**src/rtl/i2cSlvPkg.sv**
```systemverilog
`timescale 1ns/1ps
package i2cSlvPkg;
  localparam int BYTE_W = 8;
  localparam int CNT_W  = $clog2(BYTE_W);
  localparam logic [CNT_W-1:0] LAST_BIT = CNT_W'(BYTE_W - 1);

  typedef enum logic [2:0] {
    sIdle, sRecv, sWaitAck, sAckOut, sSend, sAckIn, sLoadTx
  } slvState_t;

  typedef enum logic [1:0] { kAddr, kPtr, kData } byteKind_t;

  typedef struct packed {
    logic shiftRx;
    logic loadPtr;
    logic writeReg;
    logic loadTx;
    logic shiftTx;
  } dpStrobe_t;
endpackage

```
**src/rtl/i2cLineFilter.sv**
```systemverilog
`timescale 1ns/1ps
module i2cLineFilter #(
  parameter int SYNC_LEN = 2,
  parameter int FILT_LEN = 3
) (
  input  logic clk,
  input  logic rstN,
  input  logic lineIn,
  output logic lineOut,
  output logic lineRise,
  output logic lineFall
);
  logic [SYNC_LEN-1:0] syncQ;
  logic [FILT_LEN-1:0] histQ;
  logic filtQ, prevQ;

  always_ff @(posedge clk) begin
    if (!rstN) begin
      syncQ <= '1;
      histQ <= '1;
      filtQ <= 1'b1;
      prevQ <= 1'b1;
    end else begin
      syncQ <= {syncQ[SYNC_LEN-2:0], lineIn};
      histQ <= {histQ[FILT_LEN-2:0], syncQ[SYNC_LEN-1]};
      if (&histQ)       filtQ <= 1'b1;
      else if (~|histQ) filtQ <= 1'b0;
      prevQ <= filtQ;
    end
  end

  assign lineOut  = filtQ;
  assign lineRise = filtQ & ~prevQ;
  assign lineFall = ~filtQ & prevQ;

  // a filtered change needs a full run of agreeing samples, so no back-to-back toggles
  assert_filter_hold_R9: assert property (@(posedge clk) disable iff (!rstN)
    $changed(filtQ) |=> $stable(filtQ));
endmodule

```
**src/rtl/i2cSlvData.sv**
```systemverilog
`timescale 1ns/1ps
module i2cSlvData
  import i2cSlvPkg::*;
(
  input  logic              clk,
  input  logic              rstN,
  input  dpStrobe_t         st,
  input  logic              sdaF,
  input  logic              sclF,
  input  logic              ackDrive,
  input  logic              txActive,
  input  logic [BYTE_W-1:0] regRdData,
  output logic [BYTE_W-1:0] rxNext,
  output logic [BYTE_W-1:0] ptr,
  output logic              sdaOe
);
  logic [BYTE_W-1:0] rxQ, txQ, ptrQ;

  assign rxNext = {rxQ[BYTE_W-2:0], sdaF};

  always_ff @(posedge clk) begin
    if (!rstN) begin
      rxQ  <= '0;
      txQ  <= '1;
      ptrQ <= '0;
    end else begin
      if (st.shiftRx) rxQ <= rxNext;
      if (st.loadPtr) ptrQ <= rxNext;
      else if (st.writeReg || st.loadTx) ptrQ <= ptrQ + 1'b1;
      if (st.loadTx) txQ <= regRdData;
      else if (st.shiftTx) txQ <= {txQ[BYTE_W-2:0], 1'b1};
    end
  end

  assign ptr   = ptrQ;
  assign sdaOe = ackDrive | (txActive & ~txQ[BYTE_W-1]);

  // the pull-down enable only moves after SCL has been seen low
  assert_oe_scl_low_R10: assert property (@(posedge clk) disable iff (!rstN)
    $changed(sdaOe) |-> !$past(sclF));

  // the pointer moves only on a pointer load, a write or a read load
  assert_ptr_moves_R4: assert property (@(posedge clk) disable iff (!rstN)
    $changed(ptrQ) |-> $past(st.loadPtr | st.writeReg | st.loadTx));
endmodule

```
**src/rtl/i2cSlvCtrl.sv**
```systemverilog
`timescale 1ns/1ps
module i2cSlvCtrl
  import i2cSlvPkg::*;
#(
  parameter logic [5:0] ADDR_HI = 6'b001101
) (
  input  logic              clk,
  input  logic              rstN,
  input  logic              sclF,
  input  logic              sclRise,
  input  logic              sclFall,
  input  logic              sdaF,
  input  logic              sdaRise,
  input  logic              sdaFall,
  input  logic              addrStrap,
  input  logic [BYTE_W-1:0] rxNext,
  output dpStrobe_t         st,
  output logic              ackDrive,
  output logic              txActive,
  output logic              regWrEn
);
  slvState_t       stateQ;
  byteKind_t       kindQ;
  logic [CNT_W-1:0] bitCntQ;
  logic            rwQ, ackDriveQ, txActiveQ;

  logic startDet, stopDet, addrHit, lastBit;
  assign startDet = sdaFall & sclF;
  assign stopDet  = sdaRise & sclF;
  assign addrHit  = (rxNext[BYTE_W-1:1] == {ADDR_HI, addrStrap});
  assign lastBit  = (bitCntQ == LAST_BIT);

  always_comb begin
    st = '0;
    if (!startDet && !stopDet) begin
      unique case (stateQ)
        sRecv: if (sclRise) begin
          st.shiftRx = 1'b1;
          if (lastBit && kindQ == kPtr)  st.loadPtr  = 1'b1;
          if (lastBit && kindQ == kData) st.writeReg = 1'b1;
        end
        sAckOut: if (sclFall && rwQ) st.loadTx = 1'b1;
        sLoadTx: if (sclFall) st.loadTx = 1'b1;
        sSend:   if (sclFall && !lastBit) st.shiftTx = 1'b1;
        default: ;
      endcase
    end
  end

  always_ff @(posedge clk) begin
    if (!rstN) begin
      stateQ    <= sIdle;
      kindQ     <= kAddr;
      bitCntQ   <= '0;
      rwQ       <= 1'b0;
      ackDriveQ <= 1'b0;
      txActiveQ <= 1'b0;
    end else if (startDet) begin
      stateQ    <= sRecv;
      kindQ     <= kAddr;
      bitCntQ   <= '0;
      rwQ       <= 1'b0;
      ackDriveQ <= 1'b0;
      txActiveQ <= 1'b0;
    end else if (stopDet) begin
      stateQ    <= sIdle;
      ackDriveQ <= 1'b0;
      txActiveQ <= 1'b0;
    end else begin
      unique case (stateQ)
        sRecv: if (sclRise) begin
          bitCntQ <= bitCntQ + 1'b1;
          if (lastBit) begin
            if (kindQ != kAddr) stateQ <= sWaitAck;
            else if (addrHit) begin
              rwQ    <= rxNext[0];
              stateQ <= sWaitAck;
            end else stateQ <= sIdle;
          end
        end
        sWaitAck: if (sclFall) begin
          ackDriveQ <= 1'b1;
          stateQ    <= sAckOut;
        end
        sAckOut: if (sclFall) begin
          ackDriveQ <= 1'b0;
          bitCntQ   <= '0;
          if (rwQ) begin
            txActiveQ <= 1'b1;
            stateQ    <= sSend;
          end else begin
            stateQ <= sRecv;
            kindQ  <= (kindQ == kAddr) ? kPtr : kData;
          end
        end
        sSend: if (sclFall) begin
          bitCntQ <= bitCntQ + 1'b1;
          if (lastBit) begin
            txActiveQ <= 1'b0;
            stateQ    <= sAckIn;
          end
        end
        sAckIn: if (sclRise) stateQ <= sdaF ? sIdle : sLoadTx;
        sLoadTx: if (sclFall) begin
          txActiveQ <= 1'b1;
          bitCntQ   <= '0;
          stateQ    <= sSend;
        end
        default: ;
      endcase
    end
  end

  assign ackDrive = ackDriveQ;
  assign txActive = txActiveQ;
  assign regWrEn  = st.writeReg;

  // an idle slave never drives the bus
  assert_idle_quiet_R2: assert property (@(posedge clk) disable iff (!rstN)
    (stateQ == sIdle) |-> (!ackDriveQ && !txActiveQ));

  // ACK drive and read-data drive never overlap
  assert_drive_exclusive_R6: assert property (@(posedge clk) disable iff (!rstN)
    !(ackDriveQ && txActiveQ));

  // register writes land while the filtered SCL is high (on the 8th rising edge)
  assert_write_scl_high_R4: assert property (@(posedge clk) disable iff (!rstN)
    regWrEn |-> sclF);
endmodule

```
**src/rtl/i2cRegSlave.sv**
```systemverilog
`timescale 1ns/1ps
module i2cRegSlave
  import i2cSlvPkg::*;
#(
  parameter logic [5:0] ADDR_HI  = 6'b001101,
  parameter int         SYNC_LEN = 2,
  parameter int         FILT_LEN = 3
) (
  input  logic              clk,
  input  logic              rstN,
  input  logic              sclIn,
  input  logic              sdaIn,
  input  logic              addrStrap,
  output logic              sdaOe,
  output logic [BYTE_W-1:0] regAddr,
  output logic              regWrEn,
  output logic [BYTE_W-1:0] regWrData,
  input  logic [BYTE_W-1:0] regRdData
);
  logic sclF, sclRise, sclFall, sdaF, sdaRise, sdaFall;
  logic ackDrive, txActive;
  logic [BYTE_W-1:0] rxNext;
  dpStrobe_t st;

  i2cLineFilter #(.SYNC_LEN(SYNC_LEN), .FILT_LEN(FILT_LEN)) i_sclFilt (
    .clk(clk), .rstN(rstN), .lineIn(sclIn),
    .lineOut(sclF), .lineRise(sclRise), .lineFall(sclFall));

  i2cLineFilter #(.SYNC_LEN(SYNC_LEN), .FILT_LEN(FILT_LEN)) i_sdaFilt (
    .clk(clk), .rstN(rstN), .lineIn(sdaIn),
    .lineOut(sdaF), .lineRise(sdaRise), .lineFall(sdaFall));

  i2cSlvCtrl #(.ADDR_HI(ADDR_HI)) i_ctrl (
    .clk(clk), .rstN(rstN), .sclF(sclF), .sclRise(sclRise), .sclFall(sclFall),
    .sdaF(sdaF), .sdaRise(sdaRise), .sdaFall(sdaFall), .addrStrap(addrStrap),
    .rxNext(rxNext), .st(st), .ackDrive(ackDrive), .txActive(txActive),
    .regWrEn(regWrEn));

  i2cSlvData i_data (
    .clk(clk), .rstN(rstN), .st(st), .sdaF(sdaF), .sclF(sclF),
    .ackDrive(ackDrive), .txActive(txActive), .regRdData(regRdData),
    .rxNext(rxNext), .ptr(regAddr), .sdaOe(sdaOe));

  assign regWrData = rxNext;
endmodule

```
**config.mk**
```make
export PLATFORM = sky130hd
export DESIGN_NAME = i2cRegSlave
export DESIGN_NICKNAME = d
export VERILOG_FILES = /design/src/rtl/i2cSlvPkg.sv /design/src/rtl/i2cLineFilter.sv /design/src/rtl/i2cSlvData.sv /design/src/rtl/i2cSlvCtrl.sv /design/src/rtl/i2cRegSlave.sv
export SDC_FILE = /design/constraint.sdc
export NUM_CORES = 1
export LEC_CHECK = 0
export BUFFER_PORTS_ARGS = -buffer_cell sky130_fd_sc_hd__buf_2
export CORE_ASPECT_RATIO = 1.4
export CORE_MARGIN = 1
export CORE_UTILIZATION = 50
export CTS_CLUSTER_DIAMETER = 200
export DETAILED_ROUTE_END_ITERATION = 6
export HOLD_SLACK_MARGIN = 0.12
export PLACE_DENSITY = 0.71
export SLEW_MARGIN = 20
export SYNTH_ARGS = -nofsm -noshare
export SYNTH_HDL_FRONTEND = slang
export SYNTH_HIERARCHICAL = 1
export SYNTH_SLANG_ARGS = --single-unit
```
**constraint.sdc**
```tcl
create_clock -name clk -period 3.3 [get_ports clk]
set_input_delay 0.495 -clock clk [delete_from_list [all_inputs] [get_ports clk]]
set_output_delay 0.495 -clock clk [all_outputs]
set_load 0.01 [all_outputs]
```
**After elaboration in Yosys (flattened, before gate mapping)**

Cells that the tools add are included.

- Register bits after elaboration: 48
- Bits of input ports: 13
- Output and inout port bits: 18
- Logic and storage cells: 141

- $add $sub $neg: 2
- Equal/unequal tests: 28
- Mux-type cells: 42
- Bitwise gates (word level): 17
- Reductions and logical operators: 34

Operators by type and width:

| cell | number |
|---|---|
| 2-to-1 mux 3 bit | 16 |
| 2-to-1 mux 8 bit | 4 |
| != test 4 x 1 -> 1 bit (second input constant) | 8 |
| != test 2 x 1 -> 1 bit (second input constant) | 10 |
| one-hot mux 3 bit (6 select lines) | 1 |
| AND reduction 9 bit | 2 |
| 2-to-1 mux 1 bit | 14 |
| == test 3 bit (second input constant) | 4 |
| AND reduction 6 bit | 2 |
| NOT 1 bit | 9 |
| one-hot mux 3 bit (3 select lines) | 1 |
| AND reduction 3 bit | 3 |
| OR reduction 3 bit | 3 |
| adder 8 x 1 -> 8 bit (second input constant) | 1 |
| nonzero test 2 bit | 4 |
| nonzero test 8 bit | 1 |
| OR reduction 2 bit | 4 |
| bitwise AND 1 bit | 7 |
| == test 7 x 5 -> 1 bit | 1 |
| == test 3 x 2 -> 1 bit (second input constant) | 2 |
| nonzero test 3 bit | 2 |
| nonzero test 6 bit | 1 |
| logical AND 1 bit | 5 |
| 2-to-1 mux 5 bit | 1 |
| 13 further kinds | 17 |

**Logic depth before layout (Yosys ltp)**

Gate-level depths: netlist of run 1.

- Word-level depth: 9
- Gate-level depth with buffers: 9
- Gate-level depth less buffers: 8

**By module**

The synthesis of run 1 kept the hierarchy.

By module, submodules not included:

| module | instances | cells an instance | area each (um^2) |
|---|---|---|---|
| i2cSlvData | 1 | 115 | 1088.5 |
| i2cSlvCtrl | 1 | 101 | 834.6 |
| i2cLineFilter | 2 | 18 | 214.0 |

**Worst setup path after synthesis of run 1**

Ideal clock, no wire load.

- Kind: reg-to-reg
- Start: reg i_sclFilt.filtQ (netlist: i_sclFilt/lineOut)
- End: reg i_data.ptrQ[7] (netlist: i_data/ptr[7])
- Library setup time: 95 ps
- Arrival: 2345 ps
- Setup slack: 860 ps
- Cell stages (with the launch flop): 10
- Path buffers: 1
- Cells stage by stage: dfxtp_1 -> nor2b_1 -> nor2b_4 -> and4_2 -> nand2_1 -> nor3b_1 -> buf_4 -> nor2_2 -> or4b_1 -> o311ai_1

- Elaborated cells on any way between the ends: 18

RTL lines:

| element | line | source |
|---|---|---|
| start: declaration | i2cLineFilter.sv:15 | `logic filtQ, prevQ;` |
| start signal: assignment | i2cLineFilter.sv:21 | `filtQ <= 1'b1;` |
| start signal: assignment | i2cLineFilter.sv:26 | `if (&histQ) filtQ <= 1'b1;` |
| start signal: assignment | i2cLineFilter.sv:27 | `else if (~\|histQ) filtQ <= 1'b0;` |
| bitwise AND 1 bit | i2cLineFilter.sv:33 | `assign lineRise = filtQ & ~prevQ;` |
| net sclRise | i2cRegSlave.sv:20 | `logic sclF, sclRise, sclFall, sdaF, sdaRise, sdaFall;` |
| 2-to-1 mux 3 bit | i2cSlvCtrl.sv:37 | `sRecv: if (sclRise) begin` |
| 2-to-1 mux 3 bit | i2cSlvCtrl.sv:36 | `unique case (stateQ)` |
| 2-to-1 mux 5 bit | i2cSlvCtrl.sv:35 | `if (!startDet && !stopDet) begin` |
| net regWrEn | i2cRegSlave.sv:16 | `output logic regWrEn,` |
| logical OR 1 bit | i2cSlvData.sv:29 | `else if (st.writeReg \|\| st.loadTx) ptrQ <= ptrQ + 1'b1;` |
| nonzero test 2 bit (no source line) | - |  |
| end signal: assignment | i2cSlvData.sv:28 | `if (st.loadPtr) ptrQ <= rxNext;` |
| end signal: assignment | i2cSlvData.sv:29 |  |
| end: declaration | i2cSlvData.sv:17 | `logic [BYTE_W-1:0] rxQ, txQ, ptrQ;` |

The timed path passes the listed nets, and every way through them passes these cells.
A chain may end at the register's enable or synchronous reset.

**Final worst setup path of run 1**

- Start: reg i_sclFilt.filtQ (netlist: i_sclFilt/lineOut)
- End: out regWrEn

- Cells in the longest elaborated chain, start to end: 4
- Elaborated cells on any way between the ends: 9

Ends and longest elaborated chain:

| element | line |
|---|---|
| bitwise AND 1 bit | i2cLineFilter.sv:33 |
| net sclRise | i2cRegSlave.sv:20 |
| 2-to-1 mux 3 bit | i2cSlvCtrl.sv:37 |
| 2-to-1 mux 3 bit | i2cSlvCtrl.sv:36 |
| 2-to-1 mux 5 bit | i2cSlvCtrl.sv:35 |
| end: declaration | i2cRegSlave.sv:16 |

The timed path passes the listed nets, and every way through them passes these cells.

==> results of run 1 <==
[synth_stat cells, types with 2 or more instances]
library cell | instances | area, µm²
o31ai_1 | 2 | 15.0
mux2i_1 | 16 | 160
nor2b_4 | 2 | 27.5
a31oi_1 | 3 | 18.8
o2111ai_1 | 2 | 17.5
nand2_1 | 20 | 75.1
nor3b_1 | 3 | 22.5
a22oi_1 | 2 | 15.0
a2bb2oi_1 | 2 | 17.5
nand3_1 | 6 | 30.0
xor2_1 | 2 | 17.5
a21o_1 | 3 | 22.5
buf_6 | 2 | 22.5
buf_2 | 5 | 25.0
ha_1 | 4 | 50.1
o21ai_0 | 16 | 80.1
nor2b_1 | 15 | 93.8
nand2b_2 | 2 | 17.5
dfxtp_1 | 48 | 961
buf_4 | 2 | 15.0
a311oi_1 | 2 | 17.5
nand2b_1 | 13 | 81.3
clkbuf_1 | 5 | 18.8
mux2_2 | 8 | 90.1
nor2_1 | 9 | 33.8
nand3b_1 | 2 | 15.0
and2_1 | 2 | 12.5
xnor2_1 | 2 | 17.5
o21a_1 | 2 | 15.0
a21oi_1 | 12 | 60.1
or3_1 | 3 | 18.8
inv_1 | 6 | 22.5
[worst max-delay path, cell delays in order, from the launching register on]
cell and delay (ns):
dfxtp_1 0.49, nor2b_1 0.22, nor2b_4 0.20, and4_2 0.40, nand2_1 0.11, nor3b_1 0.19, buf_4 0.19, buf_2 0.15
[report_power, final]
group	internal [mW]	total, mW	switching, mW
Combinational	0.0153	0.0318	0.0165
Clock	0.224	0.420	0.196
Sequential	0.584	0.587	0.00313
Total	0.824	1.04	0.216
[flip-flops by register name, summed over array words and instances, names as in the netlist, 2 cells and up]
name             cells
i_data/rxQ           7
i_sdaFilt/histQ      3
i_ctrl/bitCntQ       3
i_data/txQ           8
i_sclFilt/histQ      3
i_sdaFilt/syncQ      2
i_ctrl/stateQ        3
i_sclFilt/syncQ      2
i_ctrl/kindQ         2
i_data/ptr           8
[through the flow]
| step | total power, mW | setup slack [ns] | instance area (µm²) |
|---|---|---|---|
| 2_1_floorplan | 0.615 | 0.860 | 2350 |
| 3_3_place_gp | 0.632 | 0.802 | 2540 |
| 3_5_place_dp | 0.633 | 0.725 | 2540 |
| 4_1_cts | 1.05 | 0.575 | 2650 |
| 5_1_grt | 1.08 | 0.389 | 2650 |
| 6_report | 1.04 | 0.585 | 2650 |
[path summary, 6_finish.rpt]
kind | from | to | slack, ns | cells after the start
setup / recovery | i_sclFilt/lineOut$_SDFFE_PP1N_ | regWrEn | 0.59 | 7
hold / removal | sdaIn | i_sdaFilt/syncQ[0]$_SDFF_PN1_ | 0.37 | 2
setup reg to reg | i_sclFilt/lineOut$_SDFFE_PP1N_ | i_data/ptr[7]$_SDFFE_PN0P_ | 0.69 | 9
hold reg to reg | i_sclFilt/syncQ[0]$_SDFF_PN1_ | i_sclFilt/syncQ[1]$_SDFF_PN1_ | 0.41 | 1
[logic make-up after synthesis]
logic type / Yosys count / share of synthesized area [%]
AOI/OAI and AO/OA: 59 / 16.7
and+or+nand+nor: 93 / 23.7
adders and majority gates: 4 / 2.13
buffers and inverters: 20 / 4.42
DFF: 48 / 40.9
muxes: 24 / 10.6
xor gates and xnor gates: 4 / 1.49
[layout make-up]
class / count / area share (%)
repair buffers: 35 / 7.08
flip-flops and latches: 48 / 36.2
well taps: 62 / 2.93
inverters: 6 / 0.849
clock buffers: 5 / 2.60
clock inverters: 3 / 1.60
multi-input cells: 184 / 48.7
[per-layer routing]
layer / part of all wire [%] / vias up
met3: 2.3 / 10
met2: 49 / 32
met1: 45 / 894
met5: 0 / -
li1: - / 962
met4: 2.9 / 0
==> flow_metrics.py, run 1 <==
metrics = {
    "global_routing": {
        "antenna_found_initial": 0,
        "gr-max-usage-layer": "met2",
        "grt_start_max_net_pins": 26,
        "grt.overflow.total": 0,
        "total_routing_resource_utilization_after_global_routing_pct": 21.5,
        "global_route.usage.met1_pct": 27.9,
        "first_global_vias": 1814,
        "gr-usage-met2_pct": 34.2,
        "gr-usage-met3_pct": 3.27,
        "grt_pass1_wl_um": 8350,
    },
    "synth": {
        "yosys_register_bits": 48,
        "synth_area_mm2": 0.00235,
        "synthFlopType": "dfxtp_1",
        "ys_types": 61,
        "postSynthNetCount": 269,
        "synth-edff-count": 0,
        "synth_cells": 252,
        "synth.yosys.warnings": 6,
        "ys_seq_area_share_pct": 40.9,
        "async_flop_share_pct": 0,
        "post_synth.cell_area_avg_um2": 9.33,
    },
    "clocking": {
        "cts_max_level": 2,
        "clock_insertion_delay_worst_skew_ns": 0.30,
        "post_cts_resized": 0,
        "worst_setup_hold_path_clk_slew_ns": 0.09,
        "clockRootBuffer": "clkbuf_8",
        "number_of_buffers_created_by_cts": 5,
        "post-cts-setup-buffer-count": 0,
        "cts.path.max_buffers": 2,
        "tritoncts": "yes",
        "post_cts_hold_buffer_count": 0,
        "clock_sink_count": 48,
    },
    "critical_path": {
        "timing.critical_path.required_ns": 2.80,
        "timing.setup.critical_path_class": "reg2out",
        "cp-end-kind": "output port",
        "critPathArrivalTime_ns": 2.22,
        "worstSetupStartpointType": "flip-flop",
        "path_max_fanout": 10,
    },
    "cells_and_area": {
        "syn_to_final_growth_pct": 12.8,
        "mostFrequentLayoutCell": "dfxtp_1",
        "layout.cells.most_common_list": "dfxtp_1 (48), buf_2 (30), nand2_1 (20)",
        "filler_cells": 434,
        "stdcell_count": 343,
        "fin_util_pct": 58.5,
        "finalNetCount": 297,
        "layout-drive-gt1-share_pct": 22.1,
        "insertedDiodeCount": 0,
        "multi_input_comb_area_mm2": 0.00129,
        "seq_area_um2": 961,
    },
    "sta": {
        "setup-violations-final": 0,
        "rsz0062_at_grt": "no",
        "clock.fmax_mhz": 368,
        "holdWs_ns": 0.368,
        "relSlewSlack_pct": 62.1,
        "maxSlewViolCount": 0,
        "period_share_pct": 82.3,
        "final.setup.tns_ns": 0,
        "worst_pin_slew_ns": 0.567,
        "finalHoldViolations": 0,
        "layout_min_cycle_time_ns": 2.71,
        "fin_skew_ns": 0.00802,
    },
    "route": {
        "initialDrtViolationCount": 73,
        "totalWireLength_um": 4700,
        "post_route_antenna_net_violation_count": 0,
        "drc_errors": 0,
        "detailroute.via_count": 1898,
        "drt_first_pass_iters": 4,
        "via_per_inst": 5.53,
        "avgRoutedWirePerCell_um": 13.7,
    },
    "floorplanning": {
        "core.rowCount": 29,
        "die_outline_area_mm2": 0.00498,
        "die_x_um": 60.0,
        "core_area_mm2": 0.00454,
        "die_height_um": 83.1,
        "start_util_pct": 51.8,
        "ioPinCount": 31,
    },
    "pwr": {
        "total_leakage_power_nw": 0.986,
        "worst_ir_drop_vdd_mv": 0.305,
        "power_density_mw_per_mm2": 392,
    },
    "place": {
        "dpl.hpwl_um": 3330,
        "post-place-cells": 335,
        "gp_congestion": 0.844,
        "portBuffers": 30,
    },
    "run_status": {
        "status": "completed",
    },
    "min_path": {
        "holdCritPathClass": "in2reg",
    },
    "flow_run": {
        "maxCapViolations": 0,
    },
}
No activity file was read; power rests on OpenSTA's default activity.
==> run 2, diff against run 1 <==
--- a/config.mk
+++ b/config.mk
@@ -12,7 +12,7 @@
 export CTS_CLUSTER_DIAMETER = 200
 export DETAILED_ROUTE_END_ITERATION = 6
 export HOLD_SLACK_MARGIN = 0.12
-export PLACE_DENSITY = 0.71
+export PLACE_DENSITY = 0.73
 export SLEW_MARGIN = 20
 export SYNTH_ARGS = -nofsm -noshare
 export SYNTH_HDL_FRONTEND = slang
==> constraint.sdc (replaced) <==
create_clock -name clk -period 2.37 [get_ports clk]
set_input_delay 0.3555 -clock clk [delete_from_list [all_inputs] [get_ports clk]]
set_output_delay 0.3555 -clock clk [all_outputs]
set_load 0.01 [all_outputs]
==> run 2 against run 1 <==
  * Worst hold slack got worse by 0.15 ns
  * Die area unchanged
  * Clock-buffer cell count did not move
  * Final cell count up 2.3%
  * Sequential share of layout area down 0.82 points
  * Largest power group unchanged
  * Critical path type is now reg2reg
  * Global-route usage fell by 0.50 points
  * Clock skew up 0.00074 ns
  * Critical path depth is 2 higher
==> flow_metrics.py, run 2 (same netlist as run 1, synthesis figures left out) <==
metrics = {
    "cells_and_area": {
        "insertedDiodeCount": 0,
        "syn_to_final_growth_pct": 15.4,
        "stdcell_count": 351,
        "layout.cells.most_common_list": "dfxtp_1 (48), buf_2 (30), nand2_1 (20)",
        "finalNetCount": 305,
        "mostFrequentLayoutCell": "dfxtp_1",
        "layout-drive-gt1-share_pct": 25.6,
    },
    "sta": {
        "maxSlewViolCount": 0,
        "finalHoldViolations": 0,
        "rsz0062_at_grt": "no",
        "layout_min_cycle_time_ns": 2.21,
        "worst_pin_slew_ns": 0.385,
        "final.setup.tns_ns": 0,
        "fin_skew_ns": 0.00877,
        "setup-violations-final": 0,
        "period_share_pct": 93.1,
        "relSlewSlack_pct": 74.3,
        "holdWs_ns": 0.213,
        "clock.fmax_mhz": 453,
    },
    "route": {
        "avgRoutedWirePerCell_um": 13.5,
        "totalWireLength_um": 4730,
        "initialDrtViolationCount": 51,
        "via_per_inst": 5.54,
        "post_route_antenna_net_violation_count": 0,
        "detailroute.via_count": 1944,
        "drc_errors": 0,
        "drt_first_pass_iters": 4,
    },
    "run_status": {
        "status": "completed",
    },
    "flow_run": {
        "maxCapViolations": 0,
    },
    "clocking": {
        "clock_insertion_delay_worst_skew_ns": 0.31,
        "tritoncts": "yes",
        "cts.path.max_buffers": 2,
        "clockRootBuffer": "clkbuf_8",
        "clock_sink_count": 48,
        "cts_max_level": 2,
        "number_of_buffers_created_by_cts": 5,
        "worst_setup_hold_path_clk_slew_ns": 0.10,
    },
    "place": {
        "post-place-cells": 343,
        "portBuffers": 30,
        "gp_congestion": 0.831,
        "dpl.hpwl_um": 3490,
    },
    "floorplanning": {
        "core_area_mm2": 0.00454,
        "die_x_um": 60.0,
        "die_height_um": 83.1,
        "core.rowCount": 29,
        "start_util_pct": 51.8,
        "die_outline_area_mm2": 0.00498,
        "ioPinCount": 31,
    },
    "critical_path": {
        "timing.critical_path.required_ns": 2.59,
        "timing.setup.critical_path_class": "reg2reg",
        "worstSetupStartpointType": "flip-flop",
        "critPathArrivalTime_ns": 2.43,
        "crit_path_top_delay_cell": "or4b_1",
        "crit_path_cell_trace": "nor2b_2 > nor2b_4 > and4_2 > nand2_1 > nor3b_2 > buf_4 > nor2_2 > or4b_1 > o311ai_1",
        "max_stage_delay_ns": 0.47,
        "cp-end-kind": "flip-flop",
        "timing.reg2reg.setup_slack_ns": 0.16,
        "path_max_fanout": 9,
    },
    "global_routing": {
        "antenna_found_initial": 0,
        "total_routing_resource_utilization_after_global_routing_pct": 21.0,
        "grt.overflow.total": 0,
        "first_global_vias": 1754,
        "grt_pass1_wl_um": 7960,
        "grt_start_max_net_pins": 18,
    },
    "pwr": {
        "total_leakage_power_nw": 1.02,
        "power_density_mw_per_mm2": 507,
        "worst_ir_drop_vdd_mv": 0.403,
    },
    "min_path": {
        "holdCritPathClass": "in2reg",
    },
}
## run 2: area by class of cell
type / count / area, µm²
fillers: 437 / 1820
well taps: 62 / 77.6
inverters: 6 / 22.5
multi-input cells: 184 / 1310
repair buffers: 43 / 248
clock inverters: 3 / 25.0
flip-flops and latches: 48 / 961
clock buffers: 5 / 68.8
## run 2: per-layer routing
layer | track usage (%) | up-vias | part of all wire (%)
met5 | 0 | - | 0
met4 | 11.0 | 0 | 2.9
met3 | 4.36 | 13 | 2.5
met2 | 33.8 | 34 | 51
met1 | 25.5 | 918 | 43
li1 | - | 979 | -
## run 2: critical path: cells and delay by family, from the launching register on
family / cells / cell delay [ns]
flip-flops: 1 / 0.33
AND/OR/NAND/NOR: 7 / 1.39
buffers and inverters: 1 / 0.18
AO/OA/AOI/OAI: 1 / 0.22
## run 2: final timing paths
check	start	endpoint	depth (start not counted)
min reg2reg	i_sclFilt/syncQ[1]$_SDFF_PN1_	i_sclFilt/histQ[0]$_SDFF_PN1_	1
max	i_sclFilt/lineOut$_SDFFE_PP1N_	i_data/ptr[7]$_SDFFE_PN0P_	9
max reg2reg	i_sclFilt/lineOut$_SDFFE_PP1N_	i_data/ptr[7]$_SDFFE_PN0P_	9
min	sclIn	i_sclFilt/syncQ[0]$_SDFF_PN1_	2
## run 2: power breakdown
part | internal, mW | total, mW | switching [mW]
logic | 0.0224 | 0.0458 | 0.0234
registers | 0.814 | 0.818 | 0.00435
clock network | 0.215 | 0.511 | 0.296
## run 2: per-stage QoR
step	cell area, µm²	setup WS, ns	total power [mW]	util (%)
final	2710	0.164	1.37	59.8
after detailed placement	2610	0.164	0.883	57.4
after global routing	2710	0.00992	1.43	59.8
after global placement	2610	0.249	0.882	57.4
after CTS	2700	0.128	1.40	59.5
after floorplan	2360	0.0729	0.857	-
## run 2: what timing repair did
action	in CTS	in global routing
buffers inserted	0	0
gates resized for setup	0	3
endpoints found under the setup margin	0	8
hold buffers	0	0
hold endpoints to repair	0	0
